==> src/rtl/tpv_pkg.sv <==
`timescale 1ns/1ps
package tpv_pkg;
  localparam int SAMP_W = 8;
  localparam int MID    = 1 << (SAMP_W - 1);
  localparam int SPAN   = MID - 1;

  localparam logic [2:0] WV_SQUARE = 3'd0;
  localparam logic [2:0] WV_SAW    = 3'd1;
  localparam logic [2:0] WV_TRI    = 3'd2;
  localparam logic [2:0] WV_SINE   = 3'd3;
  localparam logic [2:0] WV_NOISE  = 3'd4;

  typedef logic [SAMP_W-1:0] samp_t;

  // Parabolic half-wave per half of the table, centred on MID.
  function automatic samp_t sine_entry(input int k, input int depth);
    int half, h, q, qmax, v;
    half = depth / 2;
    h    = k % half;
    q    = h * (half - h);
    qmax = (half * half) / 4;
    v    = (q * SPAN) / qmax;
    if (k < half) return samp_t'(MID + v);
    else          return samp_t'(MID - v);
  endfunction

  function automatic samp_t wave_sample(input logic [2:0] sel, input samp_t u,
                                        input samp_t sine_v, input samp_t noise_v);
    samp_t r;
    case (sel)
      WV_SQUARE: r = u[SAMP_W-1] ? '0 : '1;
      WV_SAW:    r = u;
      WV_TRI:    r = u[SAMP_W-1] ? ~{u[SAMP_W-2:0], 1'b0} : {u[SAMP_W-2:0], 1'b0};
      WV_SINE:   r = sine_v;
      WV_NOISE:  r = noise_v;
      default:   r = '0;
    endcase
    return r;
  endfunction

  function automatic samp_t scale_amp(input samp_t s, input samp_t a);
    logic [2*SAMP_W:0] sx, ax, p;
    sx = (2*SAMP_W+1)'(s);
    ax = (2*SAMP_W+1)'(a) + (2*SAMP_W+1)'(1);
    p  = sx * ax;
    return p[2*SAMP_W-1:SAMP_W];
  endfunction
endpackage

==> src/rtl/tpv_pwm.sv <==
`timescale 1ns/1ps
module tpv_pwm #(
  parameter int W = 8
) (
  input  logic         clk,
  input  logic         rst_n,
  input  logic [W-1:0] duty_i,
  output logic [W-1:0] cnt_o,
  output logic         wrap_o,
  output logic         pwm_o
);
  assign wrap_o = &cnt_o;
  assign pwm_o  = (cnt_o < duty_i);

  always_ff @(posedge clk) begin
    if (!rst_n) cnt_o <= '0;
    else        cnt_o <= cnt_o + W'(1);
  end
endmodule

==> src/rtl/tpv_phase_acc.sv <==
`timescale 1ns/1ps
module tpv_phase_acc #(
  parameter int W = 16
) (
  input  logic         clk,
  input  logic         rst_n,
  input  logic         clr_i,
  input  logic         adv_i,
  input  logic [W-1:0] step_i,
  output logic [W-1:0] phase_o,
  output logic         carry_o
);
  logic [W:0] sum;
  assign sum     = {1'b0, phase_o} + {1'b0, step_i};
  assign carry_o = adv_i & sum[W];

  always_ff @(posedge clk) begin
    if (!rst_n)     phase_o <= '0;
    else if (clr_i) phase_o <= '0;
    else if (adv_i) phase_o <= sum[W-1:0];
  end
endmodule

==> src/rtl/tpv_lfsr.sv <==
`timescale 1ns/1ps
module tpv_lfsr #(
  parameter int W = 15,
  parameter logic [W-1:0] SEED = W'(1)
) (
  input  logic         clk,
  input  logic         rst_n,
  input  logic         adv_i,
  output logic [W-1:0] state_o
);
  localparam int TAP_HI = W - 1;
  localparam int TAP_LO = W - 2;

  logic fb;
  assign fb = state_o[TAP_HI] ^ state_o[TAP_LO];

  always_ff @(posedge clk) begin
    if (!rst_n)     state_o <= SEED;
    else if (adv_i) state_o <= {state_o[W-2:0], fb};
  end
endmodule

==> src/rtl/tpv_sine_rom.sv <==
`timescale 1ns/1ps
module tpv_sine_rom #(
  parameter int AW = 6
) (
  input  logic [AW-1:0]      idx_i,
  output tpv_pkg::samp_t     data_o
);
  localparam int DEPTH = 1 << AW;

  tpv_pkg::samp_t tbl [DEPTH];

  for (genvar k = 0; k < DEPTH; k++) begin : g_ent
    assign tbl[k] = tpv_pkg::sine_entry(k, DEPTH);
  end

  assign data_o = tbl[idx_i];
endmodule

==> src/rtl/tone_pwm_voice.sv <==
`timescale 1ns/1ps
module tone_pwm_voice #(
  parameter int PHASE_W = 16,
  parameter int DUR_W   = 16,
  parameter int ROM_AW  = 6,
  parameter int LFSR_W  = 15
) (
  input  logic               clk,
  input  logic               rst_n,
  input  logic               start,
  input  logic [2:0]         wave_sel,
  input  logic [PHASE_W-1:0] step_in,
  input  logic [DUR_W-1:0]   dur_in,
  input  logic [7:0]         amp_in,
  output logic               pwm_out,
  output logic               busy,
  output logic [7:0]         duty
);
  import tpv_pkg::*;

  localparam int CNT_W = SAMP_W;

  logic [2:0]         wave_q;
  logic [PHASE_W-1:0] step_q;
  logic [DUR_W-1:0]   remain_q;
  samp_t              amp_q;
  logic               busy_q;
  samp_t              duty_q;

  // named events shared with the checker
  logic               wrap;
  logic               count_tick;
  logic               phase_carry;
  logic               note_end;
  logic [CNT_W-1:0]   cnt;
  logic [PHASE_W-1:0] phase_q;
  logic [LFSR_W-1:0]  lfsr_q;
  samp_t              sine_v;
  samp_t              samp;

  assign count_tick = wrap & busy_q & ~start;
  assign note_end   = count_tick & (remain_q == DUR_W'(1));

  tpv_pwm #(.W(CNT_W)) u_pwm (
    .clk    (clk),
    .rst_n  (rst_n),
    .duty_i (duty_q),
    .cnt_o  (cnt),
    .wrap_o (wrap),
    .pwm_o  (pwm_out)
  );

  tpv_phase_acc #(.W(PHASE_W)) u_phase (
    .clk     (clk),
    .rst_n   (rst_n),
    .clr_i   (start),
    .adv_i   (count_tick),
    .step_i  (step_q),
    .phase_o (phase_q),
    .carry_o (phase_carry)
  );

  tpv_lfsr #(.W(LFSR_W)) u_noise (
    .clk     (clk),
    .rst_n   (rst_n),
    .adv_i   (phase_carry),
    .state_o (lfsr_q)
  );

  tpv_sine_rom #(.AW(ROM_AW)) u_sine (
    .idx_i  (phase_q[PHASE_W-1 -: ROM_AW]),
    .data_o (sine_v)
  );

  assign samp = wave_sample(wave_q, phase_q[PHASE_W-1 -: SAMP_W], sine_v,
                            lfsr_q[LFSR_W-1 -: SAMP_W]);

  always_ff @(posedge clk) begin
    if (!rst_n) begin
      wave_q   <= '0;
      step_q   <= '0;
      remain_q <= '0;
      amp_q    <= '0;
      busy_q   <= 1'b0;
      duty_q   <= '0;
    end else begin
      if (start) begin
        wave_q   <= wave_sel;
        step_q   <= step_in;
        remain_q <= dur_in;
        amp_q    <= amp_in;
        busy_q   <= |dur_in;
      end else if (count_tick) begin
        remain_q <= remain_q - DUR_W'(1);
        if (note_end) busy_q <= 1'b0;
      end
      if (wrap) duty_q <= busy_q ? scale_amp(samp, amp_q) : '0;
    end
  end

  assign busy = busy_q;
  assign duty = duty_q;
endmodule

==> config.mk <==
export PLATFORM = sky130hd
export DESIGN_NAME = tone_pwm_voice
export DESIGN_NICKNAME = d
export VERILOG_FILES = /design/src/rtl/tpv_pkg.sv /design/src/rtl/tpv_pwm.sv /design/src/rtl/tpv_phase_acc.sv /design/src/rtl/tpv_lfsr.sv /design/src/rtl/tpv_sine_rom.sv /design/src/rtl/tone_pwm_voice.sv
export SDC_FILE = /design/constraint.sdc
export NUM_CORES = 1
export LEC_CHECK = 0
export CORE_MARGIN = 3
export CORE_UTILIZATION = 50
export DETAILED_ROUTE_END_ITERATION = 8
export DONT_BUFFER_PORTS = 1
export GPL_TIMING_DRIVEN = 0
export HOLD_SLACK_MARGIN = 0.08
export PLACE_DENSITY = 0.7
export RECOVER_POWER = 25
export SETUP_SLACK_MARGIN = 0.5
export SKIP_CTS_REPAIR_TIMING = 1
export SLEW_MARGIN = 10
export SYNTH_ARGS = -nofsm -noshare
export SYNTH_HDL_FRONTEND = slang
export SYNTH_SLANG_ARGS = --single-unit
==> constraint.sdc <==
create_clock -name clk -period 9.7 [get_ports clk]
set_input_delay 0.97 -clock clk [delete_from_list [all_inputs] [get_ports clk]]
set_output_delay 0.97 -clock clk [all_outputs]
set_load 0.02 [all_outputs]
==> reports/summary.txt <==
Ports = 56
Clock Skews = 7.78 ps
CP Depth = 24
routed len/inst = 15.5 µm
Psw = 0.353 mW
Die Y = 129 µm
#FFs+latches synth = 91
Die X = 129 µm
CTS root buffer = clkbuf_16
dpl ws = 2980 ps
Slew Viols, Final = 0
EDFF count, synth = 0
clk slew on worst S/H paths = 70 ps
final worst setup slack = 2820 ps
share of the synthesized area in the top cell type = 0.240
top post-synthesis cells by area = dfxtp_1 (24%), ha_1 (11%), fa_1 (11%), mux2i_1 (6.1%), nor2_1 (4.4%)
Fin. Hold Viols = 0
Final Cycle Share = 0.710
Layout Nets = 1,077
Synth Instances = 912
Area Growth Syn to Fin = 6.86%
WHS Path Cells = 2
# clock sinks = 91
CP Data Arrival Time = 7120 ps
crit path kind = reg2reg
Worst Setup Start Kind = flip-flop
Setup TNS = 0 ps
worst relative slew slack = 0.354
DRC Markers = 0
most common cell after layout, fill and taps aside = dfxtp_1
hold crit path type = reg2reg
WP data required = 9940 ps
Netlist cell types = 69
first-pass GRT wire length = 29.3 mm
Syn Std Cell Area = 0.00760 mm²
min Tclk post-route = 6880 ps
vias in the first global route = 6,081
gr ovfl total = 0
critical path peak fanout = 12
asr flop ratio synth = 0
initial antenna violation count = 0
fill count = 1,384
Total Routing Usage GR = 0.215
sequential share of power = 0.370
routability cong. = 0.908
TritonCTS clock tree = built
Buf/Inv on CP = 3
max_cap viols = 0
logic gate share of total power = 0.299
FMAX = 145 MHz
post-synthesis sequential area ratio = 0.240
full die area = 0.0167 mm²
Int Pwr = 0.720 mW
Worst-Skew Late Latency = 350 ps
FF-to-FF path depth = 24
Synth warnings = 0
Num CTS Buffers = 9
CP Capture Type = flip-flop
Leakage = 3.61 nW
most frequent cells in the layout = dfxtp_1 (91), nor2_1 (89), nand2_1 (84)
DRT iter0 DRCs = 348
final wirelength = 17.3 mm
worst-case clock buffer depth = 2
Reg area = 0.00182 mm²
# rows = 44
Antenna diodes = 0
Post-DP HPWL = 13.3 mm
Initial Utilization = 0.517
dominant synthesized flop cell = dfxtp_1
most used cell, CP = fa_1
Pwr Density = 132 mW/mm²
Critical Path Max Stage Delay = 700 ps
I/O Buffers = 0
vias per cell = 5.59
largest net degree at the start of global routing = 16
Multi-input gate area = 0.00534 mm²
status = finished clean
Final setup violation count = 0
Avg Inst Size Synth = 8.33 µm²
Cell Chain, Critical Path = inv_1 > ha_1 > o311a_1 > a211oi_1 > a21oi_1 > mux2i_1 > a211oi_1 > a21oi_1 > nor2_1 > fa_1 > inv_1 > fa_1 > fa_1 > inv_1 > fa_1 > ha_1 > a21oi_1 > o41a_1 > a31oi_2 > a31oi_2 > a21oi_2 > a31oi_1 > xor2_1 > o21ai_1
vias post-DR = 6,207
share of layout cells above drive strength 1 = 0.0636
post-layout instance count excluding filler cells = 1,111
Worst VDD drop = 0.0000947 V
clock power share = 0.331
H-Tree Depth = 3
nets in the synthesized netlist = 1,066
Slew @ Worst Pin = 963 ps
CP top delay family = compound AO/OA/AOI/OAI gates
switching fraction of total power = 0.329
leading area contributor after synthesis = dfxtp_1
core box area = 0.0147 mm²
Pre-Repair DR Iteration Count = 5
antenna viol nets, final = 0
crit path max-delay cell type = a21oi_1
dpl cells = 1,096
unrepaired setup endpoints after global routing = no
[metrics by stage]
step / cell area [µm²] / hold WS [ps] / power [mW] / utilization
2_1_floorplan: 7600 / 430 / 0.652 / -
5_1_grt: 8120 / 475 / 1.15 / 0.553
3_3_place_gp: 7830 / 446 / 0.719 / 0.533
3_5_place_dp: 7830 / 457 / 0.725 / 0.533
4_1_cts: 8120 / 467 / 1.09 / 0.553
6_report: 8120 / 467 / 1.07 / 0.553
[kinds of logic after synthesis]
kind of cell    count (synthesis)  share of synthesized area
simple gates                  351                      0.228
compound gates                152                      0.133
buf+inv                       111                     0.0578
fa+ha+maj                     108                      0.218
flops                          91                      0.240
xor+xnor                       52                     0.0609
mux                            47                     0.0621
[cell usage after synthesis, types with 5 or more instances]
cell type	number
fa_1	41
a21oi_1	42
or2_2	18
nor2b_1	46
nor2_1	89
ha_1	67
nand3_1	30
xnor2_1	35
and3_1	6
a211oi_1	8
xor2_1	16
or3_1	7
buf_2	9
and2_1	17
a31oi_1	8
o211a_1	5
nand2b_1	8
nand2_1	84
clkbuf_1	28
inv_1	67
o21ai_0	30
mux2i_1	46
dfxtp_1	91
a21o_1	12
o21ai_1	5
nor3_1	22
[registers in the layout, summed over array words and instances (netlist names)]
signal           flops
u_pwm.cnt_o          8
wave_q               3
step_q              16
u_noise.state_o     15
u_phase.phase_o     16
remain_q            16
amp_q                8
busy                 1
duty                 8
[worst reg2reg max path: cells and delay by family (launching register included)]
kind                       cells  cell delay, ps
muxes                          1             190
adders and majority gates      6            2560
AOI/OAI and AO/OA             12            2760
DFF                            1             590
and+or+nand+nor                1             130
xor gates and xnor gates       1             170
buffers and inverters          3             400
[final timing paths]
check	from	to	slack [ps]
min	u_phase.phase_o[3]$_SDFFE_PP0P_	u_phase.phase_o[3]$_SDFFE_PP0P_	470
max	u_phase.phase_o[11]$_SDFFE_PP0P_	duty[6]$_SDFFE_PN0P_	2820
max reg2reg	u_phase.phase_o[11]$_SDFFE_PP0P_	duty[6]$_SDFFE_PN0P_	2820
min reg2reg	u_phase.phase_o[3]$_SDFFE_PP0P_	u_phase.phase_o[3]$_SDFFE_PP0P_	470
[power by group through the flow]
stage	clock network (mW)	registers (mW)	logic, mW
6_report	0.355	0.397	0.321
5_1_grt	0.376	0.398	0.371
4_1_cts	0.365	0.397	0.324
3_5_place_dp	0	0.405	0.320
3_3_place_gp	0	0.405	0.314
2_1_floorplan	0	0.402	0.250
[final cells by class]
cell class | instances | share of cell area
sequential | 91 | 0.224
inverter | 69 | 0.0319
multi-input combinational | 710 | 0.657
buffer | 42 | 0.0222
tap | 184 | 0.0283
clock buffer | 9 | 0.0277
clock inverter | 6 | 0.00816
[layer usage]
metal | track usage | up-vias | wire (µm)
met1 | 0.289 | 2953 | 8060
met5 | 0 | - | 0
met2 | 0.357 | 116 | 8070
met4 | 0.0513 | 0 | 344
met3 | 0.0453 | 22 | 794
li1 | - | 3116 | -
(Power assumes the default switching activity.)
